### config.mk
export PLATFORM = sky130hd
export DESIGN_NAME = uart_frame_rx
export DESIGN_NICKNAME = d
export VERILOG_FILES = /design/src/rtl/uart_frame_pkg.sv /design/src/rtl/uart_bit_timer.sv /design/src/rtl/uart_word_shift.sv /design/src/rtl/uart_parity_eval.sv /design/src/rtl/uart_frame_rx.sv
export SDC_FILE = /design/constraint.sdc
export NUM_CORES = 1
export LEC_CHECK = 0
export ABC_AREA = 0
export CAP_MARGIN = 20
export CORE_MARGIN = 2
export CORE_UTILIZATION = 45
export DETAILED_ROUTE_END_ITERATION = 12
export PLACE_DENSITY = 0.71
export REMOVE_ABC_BUFFERS = 1
export SLEW_MARGIN = 40
export SYNTH_ARGS = -nofsm -noshare
export SYNTH_HDL_FRONTEND = slang
export SYNTH_HIERARCHICAL = 1
export SYNTH_SLANG_ARGS = --single-unit
export TNS_END_PERCENT = 10
### constraint.sdc
create_clock -name clk -period 3.7 [get_ports clk]
set_input_delay 1.11 -clock clk [delete_from_list [all_inputs] [get_ports clk]]
set_output_delay 1.11 -clock clk [all_outputs]
set_load 0.005 [all_outputs]
### src/rtl/uart_frame_pkg.sv
`timescale 1ns/1ps
package uart_frame_pkg;
    localparam int MAX_BITS = 9;
    localparam int LEN_W    = 4;

    typedef enum logic [2:0] {
        PAR_NONE = 3'd0,
        PAR_ODD  = 3'd1,
        PAR_EVEN = 3'd2,
        PAR_ZERO = 3'd3,
        PAR_ONE  = 3'd4
    } par_mode_e;

    typedef enum logic [2:0] {
        ST_IDLE,
        ST_START,
        ST_DATA,
        ST_PAR,
        ST_STOP
    } rx_state_e;

    typedef struct packed {
        logic [LEN_W-1:0] len;
        par_mode_e        mode;
        logic             chk;
        logic             msb;
    } frame_cfg_t;

    typedef struct packed {
        rx_state_e           st;
        logic                prev;
        logic [LEN_W-1:0]    idx;
        logic [MAX_BITS-1:0] word;
        frame_cfg_t          cfg;
        logic [MAX_BITS-1:0] dout;
        logic                vld;
        logic                serr;
        logic                perr;
        logic                ferr;
    } rx_regs_t;
endpackage

### src/rtl/uart_bit_timer.sv
`timescale 1ns/1ps
module uart_bit_timer #(
    parameter int CNT_W = 16
) (
    input  logic             clk,
    input  logic             rst_n,
    input  logic             start_i,
    input  logic             run_i,
    input  logic [CNT_W-1:0] cpb_i,
    output logic             tick_o
);
    typedef struct packed {
        logic [CNT_W-1:0] cnt;
        logic [CNT_W-1:0] cpb;
        logic             first;
    } tmr_t;

    localparam tmr_t TMR_RST = '{cnt: '0, cpb: CNT_W'(2), first: 1'b1};

    tmr_t q, d;
    logic [CNT_W-1:0] target;

    always_comb begin
        target = q.first ? (q.cpb >> 1) : q.cpb;
        tick_o = run_i && (q.cnt == target);
        d = q;
        if (start_i) begin
            d.cnt   = CNT_W'(1);
            d.cpb   = (cpb_i < CNT_W'(2)) ? CNT_W'(2) : cpb_i;
            d.first = 1'b1;
        end else if (tick_o) begin
            d.cnt   = CNT_W'(1);
            d.first = 1'b0;
        end else if (run_i) begin
            d.cnt = q.cnt + CNT_W'(1);
        end
    end

    always_ff @(posedge clk or negedge rst_n) begin
        if (!rst_n) q <= TMR_RST;
        else        q <= d;
    end
endmodule

### src/rtl/uart_word_shift.sv
`timescale 1ns/1ps
module uart_word_shift
    import uart_frame_pkg::*;
(
    input  logic [MAX_BITS-1:0] word_i,
    input  logic                bit_i,
    input  logic [LEN_W-1:0]    len_i,
    input  logic                msb_first_i,
    output logic [MAX_BITS-1:0] word_o
);
    logic [LEN_W-1:0] top_idx;
    assign top_idx = len_i - LEN_W'(1);

    for (genvar k = 0; k < MAX_BITS; k++) begin : g_bit
        logic from_above;
        logic from_below;
        if (k == MAX_BITS - 1) begin : g_top
            assign from_above = 1'b0;
        end else begin : g_mid
            assign from_above = word_i[k+1];
        end
        if (k == 0) begin : g_low
            assign from_below = bit_i;
        end else begin : g_up
            assign from_below = word_i[k-1];
        end
        assign word_o[k] = msb_first_i ? from_below
                         : ((LEN_W'(k) == top_idx) ? bit_i : from_above);
    end
endmodule

### src/rtl/uart_parity_eval.sv
`timescale 1ns/1ps
module uart_parity_eval
    import uart_frame_pkg::*;
(
    input  logic [MAX_BITS-1:0] word_i,
    input  logic                pbit_i,
    input  par_mode_e           mode_i,
    output logic                ok_o
);
    logic odd_ones;
    assign odd_ones = (^word_i) ^ pbit_i;

    always_comb begin
        case (mode_i)
            PAR_ODD:  ok_o = odd_ones;
            PAR_EVEN: ok_o = !odd_ones;
            PAR_ZERO: ok_o = !pbit_i;
            PAR_ONE:  ok_o = pbit_i;
            default:  ok_o = 1'b1;
        endcase
    end
endmodule

### src/rtl/uart_frame_rx.sv
`timescale 1ns/1ps
module uart_frame_rx
    import uart_frame_pkg::*;
#(
    parameter int CNT_W = 16
) (
    input  logic                clk,
    input  logic                rst_n,
    input  logic                line_i,
    input  logic [CNT_W-1:0]    clks_per_bit_i,
    input  logic [LEN_W-1:0]    data_len_i,
    input  logic [2:0]          parity_mode_i,
    input  logic                parity_chk_i,
    input  logic                msb_first_i,
    output logic [MAX_BITS-1:0] data_o,
    output logic                data_valid_o,
    output logic                start_err_o,
    output logic                parity_err_o,
    output logic                frame_err_o
);
    localparam logic [LEN_W-1:0] LEN_MIN = LEN_W'(5);
    localparam logic [LEN_W-1:0] LEN_MAX = LEN_W'(MAX_BITS);

    localparam rx_regs_t REGS_RST = '{
        st:   ST_IDLE,
        prev: 1'b1,
        idx:  '0,
        word: '0,
        cfg:  '{len: LEN_MIN, mode: PAR_NONE, chk: 1'b0, msb: 1'b0},
        dout: '0,
        vld:  1'b0,
        serr: 1'b0,
        perr: 1'b0,
        ferr: 1'b0
    };

    rx_regs_t q, d;
    logic                start_edge;
    logic                running;
    logic                tick;
    logic                par_ok;
    logic [MAX_BITS-1:0] shifted;
    logic [LEN_W-1:0]    cur_len;

    assign start_edge = (q.st == ST_IDLE) && q.prev && !line_i;
    assign running    = (q.st != ST_IDLE);
    assign cur_len    = q.cfg.len;

    uart_bit_timer #(.CNT_W(CNT_W)) u_timer (
        .clk     (clk),
        .rst_n   (rst_n),
        .start_i (start_edge),
        .run_i   (running),
        .cpb_i   (clks_per_bit_i),
        .tick_o  (tick)
    );

    uart_word_shift u_shift (
        .word_i      (q.word),
        .bit_i       (line_i),
        .len_i       (q.cfg.len),
        .msb_first_i (q.cfg.msb),
        .word_o      (shifted)
    );

    uart_parity_eval u_par (
        .word_i (q.word),
        .pbit_i (line_i),
        .mode_i (q.cfg.mode),
        .ok_o   (par_ok)
    );

    always_comb begin
        d      = q;
        d.prev = line_i;
        d.vld  = 1'b0;
        d.serr = 1'b0;
        d.perr = 1'b0;
        d.ferr = 1'b0;
        case (q.st)
            ST_IDLE: begin
                if (start_edge) begin
                    d.st   = ST_START;
                    d.idx  = '0;
                    d.word = '0;
                    if (data_len_i < LEN_MIN)      d.cfg.len = LEN_MIN;
                    else if (data_len_i > LEN_MAX) d.cfg.len = LEN_MAX;
                    else                           d.cfg.len = data_len_i;
                    d.cfg.mode = (parity_mode_i > 3'd4) ? PAR_NONE
                                                        : par_mode_e'(parity_mode_i);
                    d.cfg.chk  = parity_chk_i;
                    d.cfg.msb  = msb_first_i;
                end
            end
            ST_START: begin
                if (tick) begin
                    d.serr = line_i;
                    d.st   = ST_DATA;
                end
            end
            ST_DATA: begin
                if (tick) begin
                    d.word = shifted;
                    if (q.idx == q.cfg.len - LEN_W'(1)) begin
                        d.dout = shifted;
                        d.vld  = 1'b1;
                        d.st   = (q.cfg.mode == PAR_NONE) ? ST_STOP : ST_PAR;
                    end else begin
                        d.idx = q.idx + LEN_W'(1);
                    end
                end
            end
            ST_PAR: begin
                if (tick) begin
                    d.perr = !par_ok && q.cfg.chk;
                    d.st   = ST_STOP;
                end
            end
            ST_STOP: begin
                if (tick) begin
                    d.ferr = !line_i;
                    d.st   = ST_IDLE;
                end
            end
            default: d.st = ST_IDLE;
        endcase
    end

    always_ff @(posedge clk or negedge rst_n) begin
        if (!rst_n) q <= REGS_RST;
        else        q <= d;
    end

    assign data_o       = q.dout;
    assign data_valid_o = q.vld;
    assign start_err_o  = q.serr;
    assign parity_err_o = q.perr;
    assign frame_err_o  = q.ferr;
endmodule

==> metrics.csv <==
metric,value,unit
outcome,"complete, no violations",
layout_setup_ws,0.314,ns
maxSlewViolCount,0,
crit_fanout,15,
p_leak,2.06,nW
routed_wl,8.73,mm
synth-seq-area-share,0.436,
setup_viol,0,
drive_gt1_frac,0.192,
maxCapViolations,0,
initial_core_util,0.456,
clk_latency,0.34,ns
finClkSkew,0.00635,ns
vias_per_cell,5.47,
num_vias,3000,
die_w,100,um
busiest_layer,met2,
grt_use_met1,0.243,
wl_per_cell,15.9,um
clk_pin_slew_worst_paths,0.08,ns
synth_seq_cells,72,
ant_nets,0,
cts_tree,built,
nNetsFinal,463,
grt_pass1_vias,3025,
drc,0,
hold_violations,0,
core_area,0.00911,mm^2
synth_area,0.00415,mm^2
grt_max_degree,39,
synth_top_flop_cell,dfrtp_1,
grt-ovfl-total,0,
preCtsSetupSlack,0.220,ns
cp-end-kind,register,
place_area,0.00456,mm^2
async_reset_ff_frac,1.00,
gp_congestion,0.843,
multi_input_area,0.00211,mm^2
grtUsageMet3,0.0487,
fin_crit_sh,0.915,
holdPathStages,2,
ctsLongestPathBuffers,2,
min_path_type,reg2reg,
dp_hpwl,6.22,mm
antennaDiodeCount,0,
drt-initial-drc-count,141,
antenna_found_initial,0,
avgSynthCellArea,10.5,um^2
synth_edf_count,0,
tightestPinTransition,0.508,ns
max_clock_freq,0.295,GHz
peakVddDrop,0.000175,V
met2_usage,0.317,
port_buffers,40,
clock-root-buffer,clkbuf_8,
clkSinkCount,72,
synth_cell_types,62,
die_h,100,um
required,3.92,ns
synth_warnings,6,
io_pins,41,
period_minus_slack,3.39,ns
syn_to_final_growth,15.1,%
crit_type,reg2reg,
power_density,309,mW/mm^2
grt_pass1_wl,14.9,mm
max_slew_margin,0.660,
worst_r2r_path_depth,15,
design_area,0.00478,mm^2
htreeDepth,3,
cts-buffers-inserted,9,
dr.pass1.iters,4,
rsz0062_at_grt,no,
startpoint_type,register,
grtUsageTotal,0.189,
seq_area,0.00181,mm^2
syn_inst,396,
fp-row-count,35,
cp.arrival,3.60,ns
n_fill_cell,839,
die_area,0.0100,mm^2
[per-layer routing]
layer / wire [um] / share of wire / vias up
met5: 0 / 0 / -
met4: 105 / 0.012 / 0
met3: 378 / 0.043 / 8
met2: 4230 / 0.48 / 73
met1: 4020 / 0.46 / 1473
li1: - / - / 1446
[critical path, cell delays in order (launching register included)]
cell and delay, ns:
dfstp_4 0.74, mux2i_1 0.26, xor2_1 0.17, nand4_1 0.10
or4_4 0.58, nor2_1 0.16, o21ai_0 0.11, o31ai_1 0.10
nand3_1 0.14, inv_1 0.10, o211a_1 0.21, nand2_1 0.07
nor2_1 0.12, and4_1 0.21, xnor2_1 0.13, nor2_1 0.05
[cell usage in the layout, fill, tap and decap left out, types with 8 or more instances in the layout]
| cell | Yosys | final |
|---|---|---|
| inv_1 | 8 | 8 |
| dfrtp_1 | 67 | 67 |
| nor2_2 | 11 | 11 |
| xor2_1 | 25 | 25 |
| xnor2_1 | 18 | 18 |
| nand2_1 | 46 | 46 |
| clkbuf_8 | 0 | 10 |
| nand3_1 | 21 | 21 |
| nor2_1 | 15 | 15 |
| mux2i_1 | 22 | 22 |
| clkdlybuf4s50_1 | 0 | 39 |
| o21ai_0 | 22 | 22 |
| mux2_2 | 23 | 23 |
| buf_4 | 9 | 10 |
[repair_timing]
item,CTS,global route
setup endpoints to repair,0,21
hold buffers,0,0
buffers inserted,0,2
gates resized for setup,0,1
[cell families after synthesis]
family	share of synthesized area
compound gates	0.0742
xor+xnor	0.106
fa+ha+maj	0.00905
buf+inv	0.0555
flops	0.436
mux	0.119
simple gates	0.201
[registers in the layout (all words and copies together) (netlist names)]
signal / cells
u_timer/q: 33
q: 22
data_o: 9
cur_len: 4
data_valid_o: 1
frame_err_o: 1
parity_err_o: 1
start_err_o: 1
[final timing paths]
path	slack, ns	start	end
max	0.31	u_timer/q[0]	u_timer/q[31]
min	0.50	q[14]	q[14]
max reg2reg	0.31	u_timer/q[0]	u_timer/q[31]
min reg2reg	0.50	q[14]	q[14]
max in group asynchronous	2.38	rst_n	u_timer/q[0]
min in group asynchronous	0.72	rst_n	q[37]
[report_power, final]
group          switching [W]  leakage (nW)  internal [W]
clock network       0.000294        0.0993      0.000329
registers        0.000000724         0.894      0.000788
logic              0.0000304          1.07     0.0000337
total               0.000325          2.06       0.00115
[metrics by stage]
step	total power, W	util	TNS [ns]	hold WS (ns)	instances
after floorplan	0.000812	-	-5.79	0.438	371
after global placement	0.000867	0.500	0	0.467	530
after detailed placement	0.000869	0.500	0	0.471	530
after CTS	0.00150	0.522	0	0.494	546
after global routing	0.00153	0.524	0	0.525	548
final	0.00148	0.524	0	0.495	548
[synth_stat cells (all sizes together), types with 2 or more instances]
library cell  count  share of area
a211oi            3         0.0054
a21oi             7         0.0084
and3              4         0.0060
and4              2         0.0042
and4bb            3         0.0090
buf              15          0.032
clkbuf            9         0.0081
dfrtp            67           0.40
dfstp             5          0.032
ha                3         0.0090
inv               8         0.0072
mux2             24          0.066
mux2i            22          0.053
nand2            47          0.043
nand2b            6         0.0090
nand3            22          0.028
nand4             8          0.014
nand4b            2         0.0042
nor2             26          0.030
nor2b             2         0.0036
nor3              5         0.0060
nor3b             2         0.0048
nor4              4         0.0075
nor4b             6          0.017
o211ai            2         0.0036
o21ai            28          0.034
o22a              2         0.0045
o31ai             3         0.0054
or4               2         0.0045
xnor2            19          0.042
xnor3             2          0.011
xor2             25          0.053
[final cells by class]
cell class,instances,share of cell area
multi-input cells,291,0.442
flip-flops and latches,72,0.379
repair buffers,50,0.102
clock buffers,11,0.0296
well taps,111,0.0291
clock inverters,5,0.0118
inverters,8,0.00629
Note: power is estimated with default switching activity, not from simulation.
